### src/rtl/ddio_flash_reader.sv
module ddio_flash_reader #(
  parameter int SYS_MHZ = 250,
  parameter int SCK_MAX_MHZ = 66,
  parameter int LEN_W = 8,
  parameter int DUMMY_W = 5,
  parameter int DESEL_CLKS = 4,
  parameter logic [7:0] CONT_CODE = 8'hA5
) (
  input  logic               clk,
  input  logic               rst_n,
  input  logic               req_valid,
  output logic               req_ready,
  input  logic [31:0]        req_addr,
  input  logic [LEN_W-1:0]   req_len,
  input  logic               req_wide_op,
  input  logic               req_ext_addr,
  input  logic [7:0]         req_mode,
  input  logic [DUMMY_W-1:0] req_dummy,
  input  logic               req_dlp_en,
  input  logic [7:0]         req_dlp,
  output logic               flash_cs_n,
  output logic               flash_sck,
  output logic [1:0]         io_out,
  output logic [1:0]         io_oe,
  input  logic [1:0]         io_in,
  output logic [7:0]         rd_data,
  output logic               rd_valid,
  output logic               rd_done,
  output logic               dlp_err,
  output logic               cont_mode
);

  localparam int HALF = (SYS_MHZ + 2*SCK_MAX_MHZ - 1) / (2*SCK_MAX_MHZ);
  localparam int DVW  = (HALF > 1) ? $clog2(HALF) : 1;
  localparam int CW   = (LEN_W + 2 > DUMMY_W + 2) ? ((LEN_W + 2 > 8) ? LEN_W + 2 : 8)
                                                   : ((DUMMY_W + 2 > 8) ? DUMMY_W + 2 : 8);

  typedef enum logic [2:0] {S_IDLE, S_OPC, S_ADDR, S_MODE, S_DUMMY, S_DLP, S_DATA, S_DESEL} st_t;

  st_t st;
  logic [DVW-1:0]     div;
  logic [CW-1:0]      cnt;
  logic               sck_r;
  logic [7:0]         opc_sh, mode_sh, mode_q, dlp_q;
  logic [31:0]        adr_sh;
  logic               a4_q, dlp_en_q;
  logic [DUMMY_W-1:0] dum_q;
  logic [LEN_W-1:0]   len_q;
  logic [5:0]         cap;

  logic    slot_end, active;
  st_t     lat_st, post_st;
  logic [CW-1:0] lat_cnt, post_cnt, data_cnt, adr_cnt;

  assign slot_end = (div == DVW'(HALF - 1));
  assign active   = (st != S_IDLE) && (st != S_DESEL);
  assign data_cnt = CW'({len_q, 2'b00}) - CW'(1);
  assign adr_cnt  = a4_q ? CW'(15) : CW'(11);

  always_comb begin
    if (dlp_en_q) begin post_st = S_DLP;  post_cnt = CW'(3);   end
    else          begin post_st = S_DATA; post_cnt = data_cnt; end
    if (dum_q != '0) begin
      lat_st  = S_DUMMY;
      lat_cnt = CW'({dum_q, 1'b0}) - CW'(1);
    end else begin
      lat_st  = post_st;
      lat_cnt = post_cnt;
    end
  end

  assign req_ready  = (st == S_IDLE);
  assign flash_cs_n = (st == S_IDLE) || (st == S_DESEL);
  assign flash_sck  = sck_r;
  assign io_out = (st == S_OPC)  ? {1'b0, opc_sh[7]} :
                  (st == S_ADDR) ? adr_sh[31:30] :
                  (st == S_MODE) ? mode_sh[7:6] : 2'b00;
  assign io_oe  = (st == S_OPC) ? 2'b01 :
                  (st == S_ADDR || st == S_MODE) ? 2'b11 : 2'b00;

  always_ff @(posedge clk or negedge rst_n) begin
    if (!rst_n) begin
      st <= S_IDLE;
      div <= '0;
      cnt <= '0;
      sck_r <= 1'b0;
      opc_sh <= '0;
      mode_sh <= '0;
      mode_q <= '0;
      dlp_q <= '0;
      adr_sh <= '0;
      a4_q <= 1'b0;
      dlp_en_q <= 1'b0;
      dum_q <= '0;
      len_q <= '0;
      cap <= '0;
      rd_data <= '0;
      rd_valid <= 1'b0;
      rd_done <= 1'b0;
      dlp_err <= 1'b0;
      cont_mode <= 1'b0;
    end else begin
      rd_valid <= 1'b0;
      rd_done  <= 1'b0;
      if (active) begin
        div <= slot_end ? '0 : div + 1'b1;
        if (slot_end) sck_r <= ~sck_r;
      end
      case (st)
        S_IDLE: if (req_valid) begin
          opc_sh   <= req_wide_op ? 8'hBE : 8'hBD;
          a4_q     <= req_wide_op | req_ext_addr;
          adr_sh   <= (req_wide_op | req_ext_addr) ? req_addr : {req_addr[23:0], 8'h00};
          mode_sh  <= req_mode;
          mode_q   <= req_mode;
          dum_q    <= req_dummy;
          dlp_en_q <= req_dlp_en;
          dlp_q    <= req_dlp;
          len_q    <= req_len;
          dlp_err  <= 1'b0;
          div      <= '0;
          sck_r    <= 1'b0;
          if (cont_mode) begin
            st  <= S_ADDR;
            cnt <= (req_wide_op | req_ext_addr) ? CW'(15) : CW'(11);
          end else begin
            st  <= S_OPC;
            cnt <= CW'(15);
          end
        end
        S_OPC: if (slot_end) begin
          if (cnt == '0) begin
            st  <= S_ADDR;
            cnt <= adr_cnt;
          end else begin
            cnt <= cnt - 1'b1;
            if (!cnt[0]) opc_sh <= {opc_sh[6:0], 1'b0};
          end
        end
        S_ADDR: if (slot_end) begin
          adr_sh <= {adr_sh[29:0], 2'b00};
          if (cnt == '0) begin
            st  <= S_MODE;
            cnt <= CW'(3);
          end else cnt <= cnt - 1'b1;
        end
        S_MODE: if (slot_end) begin
          mode_sh <= {mode_sh[5:0], 2'b00};
          if (cnt == '0) begin
            st  <= lat_st;
            cnt <= lat_cnt;
          end else cnt <= cnt - 1'b1;
        end
        S_DUMMY: if (slot_end) begin
          if (cnt == '0) begin
            st  <= post_st;
            cnt <= post_cnt;
          end else cnt <= cnt - 1'b1;
        end
        S_DLP: if (slot_end) begin
          cap <= {cap[3:0], io_in};
          if (cnt == '0) begin
            dlp_err <= ({cap, io_in} != dlp_q);
            st  <= S_DATA;
            cnt <= data_cnt;
          end else cnt <= cnt - 1'b1;
        end
        S_DATA: if (slot_end) begin
          cap <= {cap[3:0], io_in};
          if (cnt[1:0] == 2'b00) begin
            rd_data  <= {cap, io_in};
            rd_valid <= 1'b1;
          end
          if (cnt == '0) begin
            st        <= S_DESEL;
            cnt       <= CW'(DESEL_CLKS - 1);
            rd_done   <= 1'b1;
            cont_mode <= (mode_q == CONT_CODE);
          end else cnt <= cnt - 1'b1;
        end
        S_DESEL: begin
          if (cnt == '0) st <= S_IDLE;
          else cnt <= cnt - 1'b1;
        end
        default: st <= S_IDLE;
      endcase
    end
  end

  p_sck_low_deselected_r2: assert property (@(posedge clk) disable iff (!rst_n)
    flash_cs_n |-> !flash_sck);

  p_sck_held_in_slot_r2: assert property (@(posedge clk) disable iff (!rst_n)
    (!flash_cs_n && $past(!flash_cs_n) && div != '0) |-> $stable(flash_sck));

  p_opcode_falling_r3: assert property (@(posedge clk) disable iff (!rst_n)
    (st == S_OPC && $past(st == S_OPC) && io_out != $past(io_out)) |-> (!flash_sck && $past(flash_sck)));

  p_release_after_mode_r6: assert property (@(posedge clk) disable iff (!rst_n)
    (st == S_MODE && slot_end && cnt == '0) |=> (io_oe == 2'b00));

  p_byte_from_data_r8: assert property (@(posedge clk) disable iff (!rst_n)
    rd_valid |-> $past(st == S_DATA));

  p_done_with_cs_rise_r9: assert property (@(posedge clk) disable iff (!rst_n)
    rd_done |-> (flash_cs_n && !$past(flash_cs_n)));

  p_opcode_only_outside_cont_r10: assert property (@(posedge clk) disable iff (!rst_n)
    ($past(st == S_IDLE) && st == S_OPC) |-> !cont_mode);

  p_no_ready_at_deselect_r11: assert property (@(posedge clk) disable iff (!rst_n)
    $rose(flash_cs_n) |-> !req_ready);

endmodule

### config.mk
export PLATFORM = sky130hd
export DESIGN_NAME = ddio_flash_reader
export DESIGN_NICKNAME = d
export VERILOG_FILES = /design/src/rtl/ddio_flash_reader.sv
export SDC_FILE = /design/constraint.sdc
export NUM_CORES = 1
export LEC_CHECK = 0
export ABC_CLOCK_PERIOD_IN_PS = 2600
export BUFFER_PORTS_ARGS = -buffer_cell sky130_fd_sc_hd__buf_2
export CAP_MARGIN = 20
export CORE_MARGIN = 4
export CORE_UTILIZATION = 57
export CTS_CLUSTER_DIAMETER = 150
export CTS_CLUSTER_SIZE = 14
export DETAILED_ROUTE_END_ITERATION = 8
export PLACE_DENSITY = 0.84
export SLEW_MARGIN = 20
export SYNTH_ARGS = -nofsm -noshare
export SYNTH_HDL_FRONTEND = slang
export SYNTH_SLANG_ARGS = --single-unit
export TNS_END_PERCENT = 30
### constraint.sdc
create_clock -name clk -period 2.6 [get_ports clk]
set_input_delay 0 -clock clk [delete_from_list [all_inputs] [get_ports clk]]
set_output_delay 0 -clock clk [all_outputs]
set_load 0.1 [all_outputs]
==> results.md <==
- Status: complete, no violations
- Crit path required time: 2.86 ns
- Netlist Area Pre-Place: between 5000 and 6000 um2
- IO Pins: 88
- Final Wtd Congestion: between 0.8 and 0.9
- Post-synthesis register bit count: 112
- Main combinational cell family by area after synthesis: simple AND/OR/NAND/NOR gates
- Placed cell area: ~6500 um2
- Mux contribution to synthesized area: 0.04643
- Tcrit/Tclk final: 0.9478
- CP max stage delay: 0.51 ns
- Sequential share of power: 0.404
- Net Count, Synth: 758
- Post-synthesis sequential area ratio: 0.4706
- Design Area, Final: a little over 7000 um2
- Clk network pwr share: 0.149
- Main synth FF type: dfrtp_1
- Unrepaired setup endpoints after global routing: false
- Maxcap violations: 0
- F_max: 0.4058 GHz
- Fin. max-slew vios: 0
- Synth Area in Adders: 0.006303
- Drt wl/cell: between 15 and 20 um
- WP buf/inv: 1
- Yosys warns: 0
- GRT Total Usage: 0.2664
- Pwr/cell area: 997.7 nW/um2
- Syn avg cell area: a little under 9 um2
- Die Y: 110.2 um
- Chip width: 110.2 um
- CP delay by family, top: compound AO/OA/AOI/OAI gates
- Post-Synth Simple-Gate Area: 0.2212
- Vias/cell: between 5 and 6
- Die footprint: around 12,000 um2
- WS Path Type: flip-flop to flip-flop
- First-pass GRT wire length: 25.32 mm
- Initial core utilization: 0.5821
- Layout area overhead: 19.01%
- Vias in the first global route: around 5,200
- Final setup violation count: 0
- Top post-synthesis cells by area: dfrtp_1, nand2_1, a21oi_1
- Tightest Pin Transition: 0.7270 ns
- Hold Path Class: primary input to flip-flop
- Crit path cell chain: inv_1 > ha_1 > nor4b_1 > o21ai_0 > a32oi_1 > a2bb2o_1 > o221a_2
- IO Port Bufs: 87
- Core area: 10,230 um2
- CTS buffer count: 9
- Yosys top cell by area: dfrtp_1
- Compound-Gate Fraction of Synth Area: 0.1880
- Iteration-0 DRC Markers: 556
- Distinct cells, synth: 67
- CTS tree: done
- Crit Path Max Fanout: 6
- CTS Buffer Depth: 2
- Final wirelength: between 15 and 20 mm
- Tot Pwr: around 7 mW
- P_sw: 3.144 mW
- Detail Route Antenna Nets: 0
- Clock transition at path regs: between 0.1 and 0.15 ns
- Postcts setup bufs: 0
- Initial antenna violation count: 0
- ANT cells: 0
- Largest net degree at the start of global routing: 65
- Via count: around 5,400
- Dpl hpwl: 10.11 mm
- Top-area cell type share of the netlist area: 0.4706
- Leak: 3.464 nW
- Crit end category: flip-flop
- Maximum vdd drop: a little under 700 uV
- # DRC: 0
- Number of nets in the layout: 866
- Clock latency on the worst-skew pair: 0.38 ns
- CP Data Arrival Time: 2.73 ns
- Internal cell power: 3.928 mW
- DR pass1 iterations: 5
- Sw frac: 0.4445
- Post-synthesis xor/xnor area fraction: 0.02500
- Post-synthesis cell count: 686
- Rows: 37
- Post-synth ARST share: 1.000
- CP Launch Type: flip-flop
- Relative slew slack: 0.5153
- Fin Clk Skew: about 0.019 ns
- Tmin final: 2.464 ns
- Final setup TNS: 0 ns
- Gate power share: 0.447
- Post-synth EDFFs: 0
- Hold Violations, Final: 0
- Root Driver: clkbuf_8
- Num Clock Sinks: 112
- Ratio of cells with drive above 1 in the final layout: 0.2003
- Critical path's slowest cell: nor4b_1
- Most common cell after layout, fill and taps aside: nand2_1
- Total gr overflow: 0
- Most frequent cells in the layout: nand2_1, dfrtp_1, buf_2, a21oi_1, o21ai_0
- H-tree depth: 3
==> final timing paths <==
path | start | slack [ns] | depth (start not counted) | endpoint
min | req_addr[16] | 0.04 | 5 | adr_sh[16]$_DFFE_PN0P_
max | dum_q[0]$_DFFE_PN0P_ | 0.14 | 7 | cnt[3]$_DFFE_PN0P_
min in group asynchronous | rst_n | 0.22 | 2 | st[1]$_DFFE_PN0P_
min reg2reg | mode_q[7]$_DFFE_PN0P_ | 0.49 | 2 | mode_q[7]$_DFFE_PN0P_
max reg2reg | dum_q[0]$_DFFE_PN0P_ | 0.14 | 7 | cnt[3]$_DFFE_PN0P_
max in group asynchronous | rst_n | 1.53 | 3 | cnt[0]$_DFFE_PN0P_
==> metrics by stage <==
step	cells	hold slack, ns	util	setup slack, ns
CTS	934	0.02994	0.6901	0.2210
global route	935	0.05590	0.6928	0.02054
floorplan	686	-0.2956	-	-0.02257
detailed placement	883	0.09449	0.6367	0.2890
finish	935	0.04105	0.6928	0.1358
global placement	883	0.08253	0.6367	0.3276
==> cells by family (layout without fill, tap and decap cells) <==
| kind of cell | Yosys count | count (layout) |
|---|---|---|
| xor+xnor | 17 | 17 |
| fa+ha+maj | 3 | 3 |
| simple gates | 286 | 286 |
| buf+inv | 59 | 172 |
| compound gates | 184 | 184 |
| mux | 25 | 25 |
| flops | 112 | 112 |
==> what timing repair did <==
item | CTS | global route
hold endpoints to repair | 98 | 0
hold buffers | 35 | 0
setup endpoints to repair | 0 | 0
gates resized for setup | 0 | 0
==> layer usage <==
| layer | up-vias | GRT usage | routed length (um) | share of wire |
|---|---|---|---|---|
| met5 | - | 0 | 0 | 0 |
| met4 | 0 | 0.08707 | 377 | 0.024 |
| met3 | 34 | 0.05708 | 1034 | 0.067 |
| met2 | 204 | 0.4441 | 7770 | 0.50 |
| met1 | 2600 | 0.3479 | 6303 | 0.41 |
| li1 | 2571 | - | - | - |
==> flip-flops by register name, indices dropped and copies added, names as in the netlist, 3 cells and up <==
| name | flops |
|---|---|
| st | 3 |
| opc_sh | 8 |
| mode_sh | 8 |
| len_q | 8 |
| dum_q | 5 |
| mode_q | 8 |
| cnt | 10 |
| adr_sh | 32 |
| dlp_q | 8 |
| cap | 6 |
| rd_data | 8 |
==> final cells by class <==
cell class | instances | area [um2]
sequential | 112 | 2803
tap | 136 | 170.2
clock inverter | 5 | 45.04
inverter | 20 | 75.07
multi-input combinational | 515 | 2915
fill | 760 | 3143
clock buffer | 11 | 151.4
timing repair buffer | 136 | 928.4
==> worst min-delay path, cell delays in order <==
cell and delay [ns]:
buf_2 0.11, nand2_1 0.05, a21oi_1 0.05, a21oi_1 0.10
o21ai_0 0.08
==> power groups by stage <==
stage / logic [mW] / registers [mW] / clock network (mW)
floorplan: 2.35 / 2.76 / 0
global placement: 2.94 / 2.83 / 0
detailed placement: 3.03 / 2.86 / 0
CTS: 3.10 / 2.83 / 1.06
global route: 3.48 / 2.93 / 1.14
finish: 3.16 / 2.86 / 1.06
==> cells in the mapped netlist, types with 4 or more instances <==
cell type  instances
buf_2              7
o21ai_0           59
nand4_1            4
o22ai_1            6
nor2b_1            5
buf_1              7
xor2_1             6
mux2_2            21
or3_1              5
nor3_1             9
nor2_1            25
inv_1             19
a31oi_1            6
clkbuf_1          21
dfrtp_1          112
nand2b_1           9
mux2i_1            4
xnor2_1           11
nand3_1           11
a21oi_1           75
nand2_1          183
nor4_1             5
and3_1            11
a21o_1             5
Power figures use the tool's default switching activity.
